**src/rtl/kpd_pkg.sv**
```systemverilog
package kpd_pkg;

    typedef enum logic [1:0] {
        SCAN_ALL  = 2'd0,
        SCAN_ROW  = 2'd1,
        WAIT_FREE = 2'd2
    } kpd_state_e;

    function automatic int idx_width(input int n);
        return (n > 1) ? $clog2(n) : 1;
    endfunction

endpackage

```
**src/rtl/kpd_settle_timer.sv**
```systemverilog
module kpd_settle_timer #(
    parameter int SETTLE = 8,
    localparam int TW = (SETTLE > 0) ? $clog2(SETTLE + 1) : 1
) (
    input  logic clk,
    input  logic rst_n,
    input  logic restart,
    output logic settled
);
    logic [TW-1:0] cnt;

    assign settled = (cnt == TW'(SETTLE));

    always_ff @(posedge clk or negedge rst_n) begin
        if (!rst_n) begin
            cnt <= '0;
        end else if (restart) begin
            cnt <= '0;
        end else if (!settled) begin
            cnt <= cnt + TW'(1);
        end
    end
endmodule

```
**src/rtl/kpd_low_col_enc.sv**
```systemverilog
module kpd_low_col_enc #(
    parameter int COLS = 4,
    localparam int CW = (COLS > 1) ? $clog2(COLS) : 1
) (
    input  logic [COLS-1:0] col_n,
    output logic            any_low,
    output logic [CW-1:0]   low_idx
);
    assign any_low = ~&col_n;

    always_comb begin
        low_idx = '0;
        for (int c = COLS - 1; c >= 0; c--) begin
            if (!col_n[c]) begin
                low_idx = CW'(c);
            end
        end
    end
endmodule

```
**src/rtl/kpd_match_counter.sv**
```systemverilog
module kpd_match_counter #(
    parameter int ROWS     = 4,
    parameter int COLS     = 4,
    parameter int DEBOUNCE = 4,
    localparam int RW   = (ROWS > 1) ? $clog2(ROWS) : 1,
    localparam int CW   = (COLS > 1) ? $clog2(COLS) : 1,
    localparam int NW   = $clog2(DEBOUNCE + 1)
) (
    input  logic          clk,
    input  logic          rst_n,
    input  logic          clear,
    input  logic          hit,
    input  logic [RW-1:0] hit_row,
    input  logic [CW-1:0] hit_col,
    output logic          would_confirm
);
    logic [RW-1:0] cand_row;
    logic [CW-1:0] cand_col;
    logic [NW-1:0] cnt;
    logic [NW-1:0] next_cnt;
    logic          same;

    assign same          = (cnt != '0) && (cand_row == hit_row) && (cand_col == hit_col);
    assign next_cnt      = same ? (cnt + NW'(1)) : NW'(1);
    assign would_confirm = (int'(next_cnt) >= DEBOUNCE);

    always_ff @(posedge clk or negedge rst_n) begin
        if (!rst_n) begin
            cnt      <= '0;
            cand_row <= '0;
            cand_col <= '0;
        end else if (clear) begin
            cnt <= '0;
        end else if (hit) begin
            cand_row <= hit_row;
            cand_col <= hit_col;
            cnt      <= would_confirm ? '0 : next_cnt;
        end
    end
endmodule

```
**src/rtl/keypad_scanner.sv**
```systemverilog
module keypad_scanner #(
    parameter int ROWS     = 4,
    parameter int COLS     = 4,
    parameter int SETTLE   = 8,
    parameter int DEBOUNCE = 4,
    localparam int RW = (ROWS > 1) ? $clog2(ROWS) : 1,
    localparam int CW = (COLS > 1) ? $clog2(COLS) : 1
) (
    input  logic            clk,
    input  logic            rst_n,
    input  logic [COLS-1:0] col_in,
    output logic [ROWS-1:0] row_drive_n,
    output logic            key_valid,
    output logic [RW-1:0]   key_row,
    output logic [CW-1:0]   key_col
);
    import kpd_pkg::*;

    localparam logic [RW-1:0] LAST_ROW = RW'(ROWS - 1);

    kpd_state_e    state, state_nxt;
    logic [RW-1:0] row_idx, row_nxt;
    logic          settled, restart;
    logic          any_low;
    logic [CW-1:0] low_idx;
    logic          hit, clr, report, would_confirm;

    kpd_settle_timer #(.SETTLE(SETTLE)) u_timer (
        .clk     (clk),
        .rst_n   (rst_n),
        .restart (restart),
        .settled (settled)
    );

    kpd_low_col_enc #(.COLS(COLS)) u_enc (
        .col_n   (col_in),
        .any_low (any_low),
        .low_idx (low_idx)
    );

    kpd_match_counter #(.ROWS(ROWS), .COLS(COLS), .DEBOUNCE(DEBOUNCE)) u_match (
        .clk           (clk),
        .rst_n         (rst_n),
        .clear         (clr),
        .hit           (hit),
        .hit_row       (row_idx),
        .hit_col       (low_idx),
        .would_confirm (would_confirm)
    );

    // next-state and decision logic
    always_comb begin
        state_nxt = state;
        row_nxt   = row_idx;
        hit       = 1'b0;
        clr       = 1'b0;
        report    = 1'b0;
        unique case (state)
            SCAN_ALL: begin
                if (settled) begin
                    if (any_low) begin
                        state_nxt = SCAN_ROW;
                        row_nxt   = '0;
                    end else begin
                        clr = 1'b1;
                    end
                end
            end
            SCAN_ROW: begin
                if (settled) begin
                    if (any_low) begin
                        hit       = 1'b1;
                        report    = would_confirm;
                        state_nxt = would_confirm ? WAIT_FREE : SCAN_ALL;
                    end else if (row_idx == LAST_ROW) begin
                        clr       = 1'b1;
                        state_nxt = SCAN_ALL;
                    end else begin
                        row_nxt = row_idx + RW'(1);
                    end
                end
            end
            WAIT_FREE: begin
                if (settled && !any_low) begin
                    state_nxt = SCAN_ALL;
                end
            end
            default: state_nxt = SCAN_ALL;
        endcase
    end

    assign restart = (state_nxt != state) || (row_nxt != row_idx);

    // state register
    always_ff @(posedge clk or negedge rst_n) begin
        if (!rst_n) begin
            state   <= SCAN_ALL;
            row_idx <= '0;
        end else begin
            state   <= state_nxt;
            row_idx <= row_nxt;
        end
    end

    // registered report outputs
    always_ff @(posedge clk or negedge rst_n) begin
        if (!rst_n) begin
            key_valid <= 1'b0;
            key_row   <= '0;
            key_col   <= '0;
        end else begin
            key_valid <= report;
            if (report) begin
                key_row <= row_idx;
                key_col <= low_idx;
            end
        end
    end

    // row pull-downs: all rows outside identify, one row inside it
    for (genvar r = 0; r < ROWS; r++) begin : g_row
        assign row_drive_n[r] = !((state != SCAN_ROW) || (row_idx == RW'(r)));
    end
endmodule

```
**config.mk**
```make
export PLATFORM = sky130hd
export DESIGN_NAME = keypad_scanner
export DESIGN_NICKNAME = d
export VERILOG_FILES = /design/src/rtl/kpd_pkg.sv /design/src/rtl/kpd_settle_timer.sv /design/src/rtl/kpd_low_col_enc.sv /design/src/rtl/kpd_match_counter.sv /design/src/rtl/keypad_scanner.sv
export SDC_FILE = /design/constraint.sdc
export NUM_CORES = 1
export LEC_CHECK = 0
export ABC_AREA = 0
export BUFFER_PORTS_ARGS = -buffer_cell sky130_fd_sc_hd__buf_2
export CORE_MARGIN = 10
export CORE_UTILIZATION = 64
export CTS_BUF_LIST = sky130_fd_sc_hd__clkbuf_4
export DETAILED_ROUTE_END_ITERATION = 16
export PLACE_DENSITY = 0.87
export SYNTH_ARGS = -nofsm -noshare
export SYNTH_HDL_FRONTEND = slang
export SYNTH_SLANG_ARGS = --single-unit
```
**constraint.sdc**
```tcl
create_clock -name clk -period 3.44 [get_ports clk]
set_input_delay 0.344 -clock clk [delete_from_list [all_inputs] [get_ports clk]]
set_output_delay 0.344 -clock clk [all_outputs]
set_load 0.02 [all_outputs]
```
== Word-level counts from Yosys, hierarchy flattened ==
Cells that the tools add are included.

* Register bits: 20
* Input bits: 6
* Output and inout port bits: 9
* Logic and storage cells: 80

* $add $sub $neg: 3
* $lt $le $gt $ge: 1
* Equality and inequality tests: 12
* Muxes and demuxes: 36
* Bitwise operators: 1
* Reductions and logical operators: 18

{| class="wikitable"
|+ Operators with widths
! cell !! number
|-
| 2-bit two-way mux || 16
|-
| 3-bit two-way mux || 4
|-
| 1-bit two-way mux || 11
|-
| 4-bit two-way mux || 2
|-
| 2-bit == test, second input constant || 3
|-
| 2-bit case mux with 3 select lines || 1
|-
| 1-bit logical OR || 5
|-
| 4-bit by 1-bit adder with 4-bit output, second input constant || 1
|-
| 2-bit by 1-bit == test with 1-bit output, second input constant || 2
|-
| 2-bit == test || 2
|-
| 4-bit == test, second input constant || 1
|-
| 1-bit logical NOT || 4
|-
| 2-bit logical NOT || 2
|-
| 2-bit by 1-bit != test with 1-bit output, second input constant || 2
|-
| 2-bit != test || 2
|-
| 2-bit case mux with 2 select lines || 1
|-
| 4-bit AND reduction || 1
|-
| 3-bit by 1-bit adder with 3-bit output, second input constant || 1
|-
| 3-bit >= comparator, second input constant || 1
|-
| 1-bit logical AND || 3
|-
| 3-bit nonzero test || 1
|-
| 2-bit by 1-bit adder with 2-bit output, second input constant || 1
|-
| 1-bit case mux with 2 select lines || 1
|-
| 2-bit AND reduction || 1
|-
| 2 further kinds || 2
|}

== Depth between registers and ports, before layout ==
* Depth in word-level cells: 15
* Mapped depth: 7
* Depth with buffers taken out: 6

== Cells and area by module ==
A second synthesis with hierarchy kept.

* Cells, all modules: 104
* Area total of the unflattened synthesis: 1,111.1 sq um

{| class="wikitable"
|+ By module, submodules not included
! module !! instances !! cells an instance !! area each (sq um) !! seq. area each (sq um)
|-
| keypad_scanner || 1 || 45 || 474.2 || 225.2
|-
| kpd_match_counter || 1 || 33 || 385.4 || 175.2
|-
| kpd_settle_timer || 1 || 21 || 222.7 || 100.1
|-
| kpd_low_col_enc || 1 || 5 || 28.8 || 0.0
|}

== Worst setup path after synthesis ==
Ideal clock, no wire load.

* Path type: reg2reg
* Start: register u_timer.cnt[0]
* End: register key_col[1]
* Setup time: 125 ps
* Arrival: 2,155 ps
* Data required time: 3,315 ps
* Setup slack: 1,160 ps
* Stages on the path, launching flop included: 8
* Path buffers: 1
* Clock period less this slack: 2,280 ps
* Cells stage by stage: dfrtp_1 inv_1 ha_1 nand3b_1 or3_4 buf_6 a2111oi_4 mux2_4

* Word-level cells in the longest chain between the ends: 3

{| class="wikitable"
|+ Ends and longest elaborated chain
! item !! line !! text
|-
| from (decl) || kpd_settle_timer.sv:10 || <nowiki>logic [TW-1:0] cnt;</nowiki>
|-
| from (signal assigned) || kpd_settle_timer.sv:20 || <nowiki>cnt <= cnt + TW'(1);</nowiki>
|-
| 4-bit == test || kpd_settle_timer.sv:12 || <nowiki>assign settled = (cnt == TW'(SETTLE));</nowiki>
|-
| 1-bit two-way mux || keypad_scanner.sv:70 || <nowiki>if (settled) begin</nowiki>
|-
| 1-bit two-way mux || keypad_scanner.sv:58 || <nowiki>unique case (state)</nowiki>
|-
| named net report || keypad_scanner.sv:26 || <nowiki>logic hit, clr, report, would_confirm;</nowiki>
|-
| to (signal assigned) || keypad_scanner.sv:115 || <nowiki>key_col <= low_idx;</nowiki>
|-
| to (decl) || keypad_scanner.sv:15 || <nowiki>output logic [CW-1:0] key_col</nowiki>
|}

The timed path passes the listed nets, and every way through them passes these cells.
A chain may end at the register's enable or synchronous reset.

== Final worst setup path ==
* Start: register u_timer.cnt[1]
* End: register key_row[0]

* Word-level cells in the longest chain between the ends: 3

{| class="wikitable"
|+ Ends and longest elaborated chain
! item !! line !! text
|-
| 4-bit == test || kpd_settle_timer.sv:12 ||
|-
| 1-bit two-way mux || keypad_scanner.sv:70 ||
|-
| 1-bit two-way mux || keypad_scanner.sv:58 ||
|-
| named net report || keypad_scanner.sv:26 ||
|-
| to (signal assigned) || keypad_scanner.sv:114 || <nowiki>key_row <= row_idx;</nowiki>
|-
| to (decl) || keypad_scanner.sv:14 || <nowiki>output logic [RW-1:0] key_row,</nowiki>
|}

The timed path passes the listed nets, and every way through them passes these cells.

==> qor.yml <==
portBuffers: 14
die_area_um2: 4000
grt_pass1_wl_um: 4190
yosysSeqAreaShare: 0.418
cp_slowest_cell: "a2111oi_4"
hold_class: "input port to flip-flop"
die_h_um: 63.3
critical_path_required_ns: 3.63
crit_chain: "inv_1 -> ha_1 -> nand3b_1 -> buf_4 -> or3_4 -> a2111oi_4 -> mux2_4"
htreeDepth: 1
wl_um: 2570
hold_violations: 0
rsz0062_at_grt: "false"
met3_usage: 0.0442
final_common_cell: "dfrtp_1"
clk_pin_slew_ns: 0.12
setup_viol: 0
whs_ns: 0.378
dp_hpwl_um: 1900
total_power_uw: 900
avgSynthCellArea_um2: 9.51
route.vias.total: 982
cts-root-buf: "clkbuf_4"
crit_path_max_fanout: 17
power.density_nw_per_um2: 697
die_w_um: 63.3
crit_type: "flip-flop to flip-flop"
critPathArrivalTime_ns: 2.63
grt_use_total: 0.126
cts_tree: "yes"
max_freq_mhz: 411
p_leak_uw: 0.000592
worstMarginPinSlew_ns: 0.566
wl_per_cell_um: 15.8
start_kind: "flip-flop"
use_met2: 0.202
fin_crit_ns: 2.44
gr-total-overflow: 0
slew_viol_final: 0
grt_pass1_vias: 936
endpoint_kind: "flip-flop"
synth_area_um2: 1200
status: "finished clean"
antenna-diode-count: 0
syn_nets: 136
top_usage_layer: "met2"
drive_gt1_frac: 0.174
cts_max_path_buffers: 2
routed_via_density: 6.02
start_util: 0.687
cpPeakStageDelay_ns: 0.59
antenna_found_initial: 0
clock_latency_ns: 0.30
pin_count: 15
cts_sinks: 20
use_met1: 0.149
maxCapViolCount: 0
dr.first_iter.drc_count: 32
layout.nets: 149
core_area_um2: 1750
rows: 15
drcViolationCount: 0
netlist-cell-type-count: 41
cts_resized: 0
cts_buffers: 3
grt_start_max_net_pins: 21
final_antenna_net_count: 0
gp_congestion: 0.843
fin_crit_sh: 0.708
synth-seq-cells: 20
syn2layout_area_growth_pct: 7.72
netlist_instances: 126
drtPass1Iterations: 4
relSlewSlack: 0.623
timing.setup.tns_ns: 0
skew_ns: 0.0110
irDropWorstVdd_uv: 426
yosysWarnings: 0
layout_common_cells: "20 x dfrtp_1, 14 x buf_2, 12 x a21oi_1, 12 x nand2_1, 10 x nor2_1"
## cell type report
type                    instances  area (um^2)
clock inverters                 1         3.75
inverters                       8         30.0
flip-flops and latches         20          500
clock buffers                   3         22.5
well taps                      25         31.3
multi-input cells              90          616
fillers                       129          454
repair buffers                 16         87.6
## power by group
part / total [uW] / switching (uW) / internal (uW)
clock network: 115 / 72.7 / 42.3
logic: 385 / 221 / 164
registers: 400 / 97.3 / 303
## per-layer routing
layer	routed length (um)	part of all wire	up-vias
li1	-	-	470
met1	1110	0.43	464
met2	1230	0.48	40
met3	183	0.071	8
met4	50	0.019	0
met5	0	0	-
## state kept, by name (all words and copies together), names as in the netlist
signal	flops
key_row	2
state	2
key_col	2
u_match.cnt	3
key_valid	1
u_match.cand_row	2
row_idx	2
u_match.cand_col	2
u_timer.cnt	4
## logic make-up (layout without fill, tap and decap cells)
group | after synthesis | after routing | share of synthesized area
and+or+nand+nor | 43 | 43 | 0.191
AOI/OAI and AO/OA | 34 | 34 | 0.198
DFF | 20 | 20 | 0.418
buffers and inverters | 16 | 28 | 0.0689
xor gates and xnor gates | 5 | 5 | 0.0365
adders and majority gates | 4 | 4 | 0.0418
muxes | 4 | 4 | 0.0459
## worst paths after layout
check                                                start                               to  slack [ns]  cells after the start
min in group asynchronous                            rst_n  u_match.cand_col[1]$_DFFE_PN0P_        0.51                      2
worst max-delay path            u_timer.cnt[1]$_DFFE_PN0P_           key_row[0]$_DFFE_PN0P_        1.00                      7
worst max register to register  u_timer.cnt[1]$_DFFE_PN0P_           key_row[0]$_DFFE_PN0P_        1.00                      7
worst min register to register      key_row[1]$_DFFE_PN0P_           key_row[1]$_DFFE_PN0P_        0.52                      1
max in group asynchronous                            rst_n             row_idx[0]$_DFF_PN0_        2.61                      2
worst min-delay path                             col_in[1]  u_match.cand_col[1]$_DFFE_PN0P_        0.38                      3
## cells in the mapped netlist
cell type	instances	area share
a2111o_1	1	0.0094
a2111oi_4	1	0.023
a211oi_1	1	0.0063
a21boi_0	1	0.0063
a21oi_1	12	0.050
a22o_1	1	0.0073
a22oi_1	1	0.0063
a2bb2oi_1	1	0.0073
a311oi_1	1	0.0073
a31oi_1	1	0.0052
a32oi_1	1	0.0073
a41oi_1	1	0.0073
and2_1	2	0.010
and3_1	1	0.0052
and4_4	1	0.0094
and4b_1	1	0.0084
buf_6	3	0.028
clkbuf_1	5	0.016
dfrtp_1	20	0.42
ha_1	4	0.042
inv_1	8	0.025
mux2_4	3	0.038
mux2i_1	1	0.0084
nand2_1	12	0.038
nand2b_1	2	0.010
nand3_1	2	0.0084
nand3b_1	1	0.0063
nand4_1	1	0.0052
nor2_1	10	0.031
nor3_1	5	0.021
nor3b_1	1	0.0063
nor4bb_1	2	0.017
o211ai_1	1	0.0063
o21ai_0	6	0.025
o21bai_1	1	0.0063
o22a_1	1	0.0073
o22ai_1	2	0.010
or3_1	1	0.0052
or3_4	1	0.0094
xnor2_1	3	0.022
xor2_1	2	0.015
## per-stage QoR
step | std cells | util | area [um^2] | setup WS [ns]
after global placement | 158 | 0.719 | 1250 | 1.10
after CTS | 163 | 0.740 | 1290 | 1.00
after global routing | 163 | 0.740 | 1290 | 0.880
final | 163 | 0.740 | 1290 | 1.00
after floorplan | 126 | - | 1200 | 1.16
after detailed placement | 158 | 0.719 | 1250 | 1.03
## worst max-delay path: cells and delay by family (launching register included)
kind	cells	cell delay [ns]
multiplexers	1	0.34
buffers and inverters	2	0.28
AND/OR/NAND/NOR	2	0.52
adder cells (fa/ha/maj)	1	0.13
flip-flops	1	0.45
AO/OA/AOI/OAI	1	0.59
## what timing repair did
action                    4_1_cts  5_1_grt
hold endpoints to repair       20        0
hold buffers                    1        0
buffers inserted                0        0
Power figures use the tool's default switching activity.
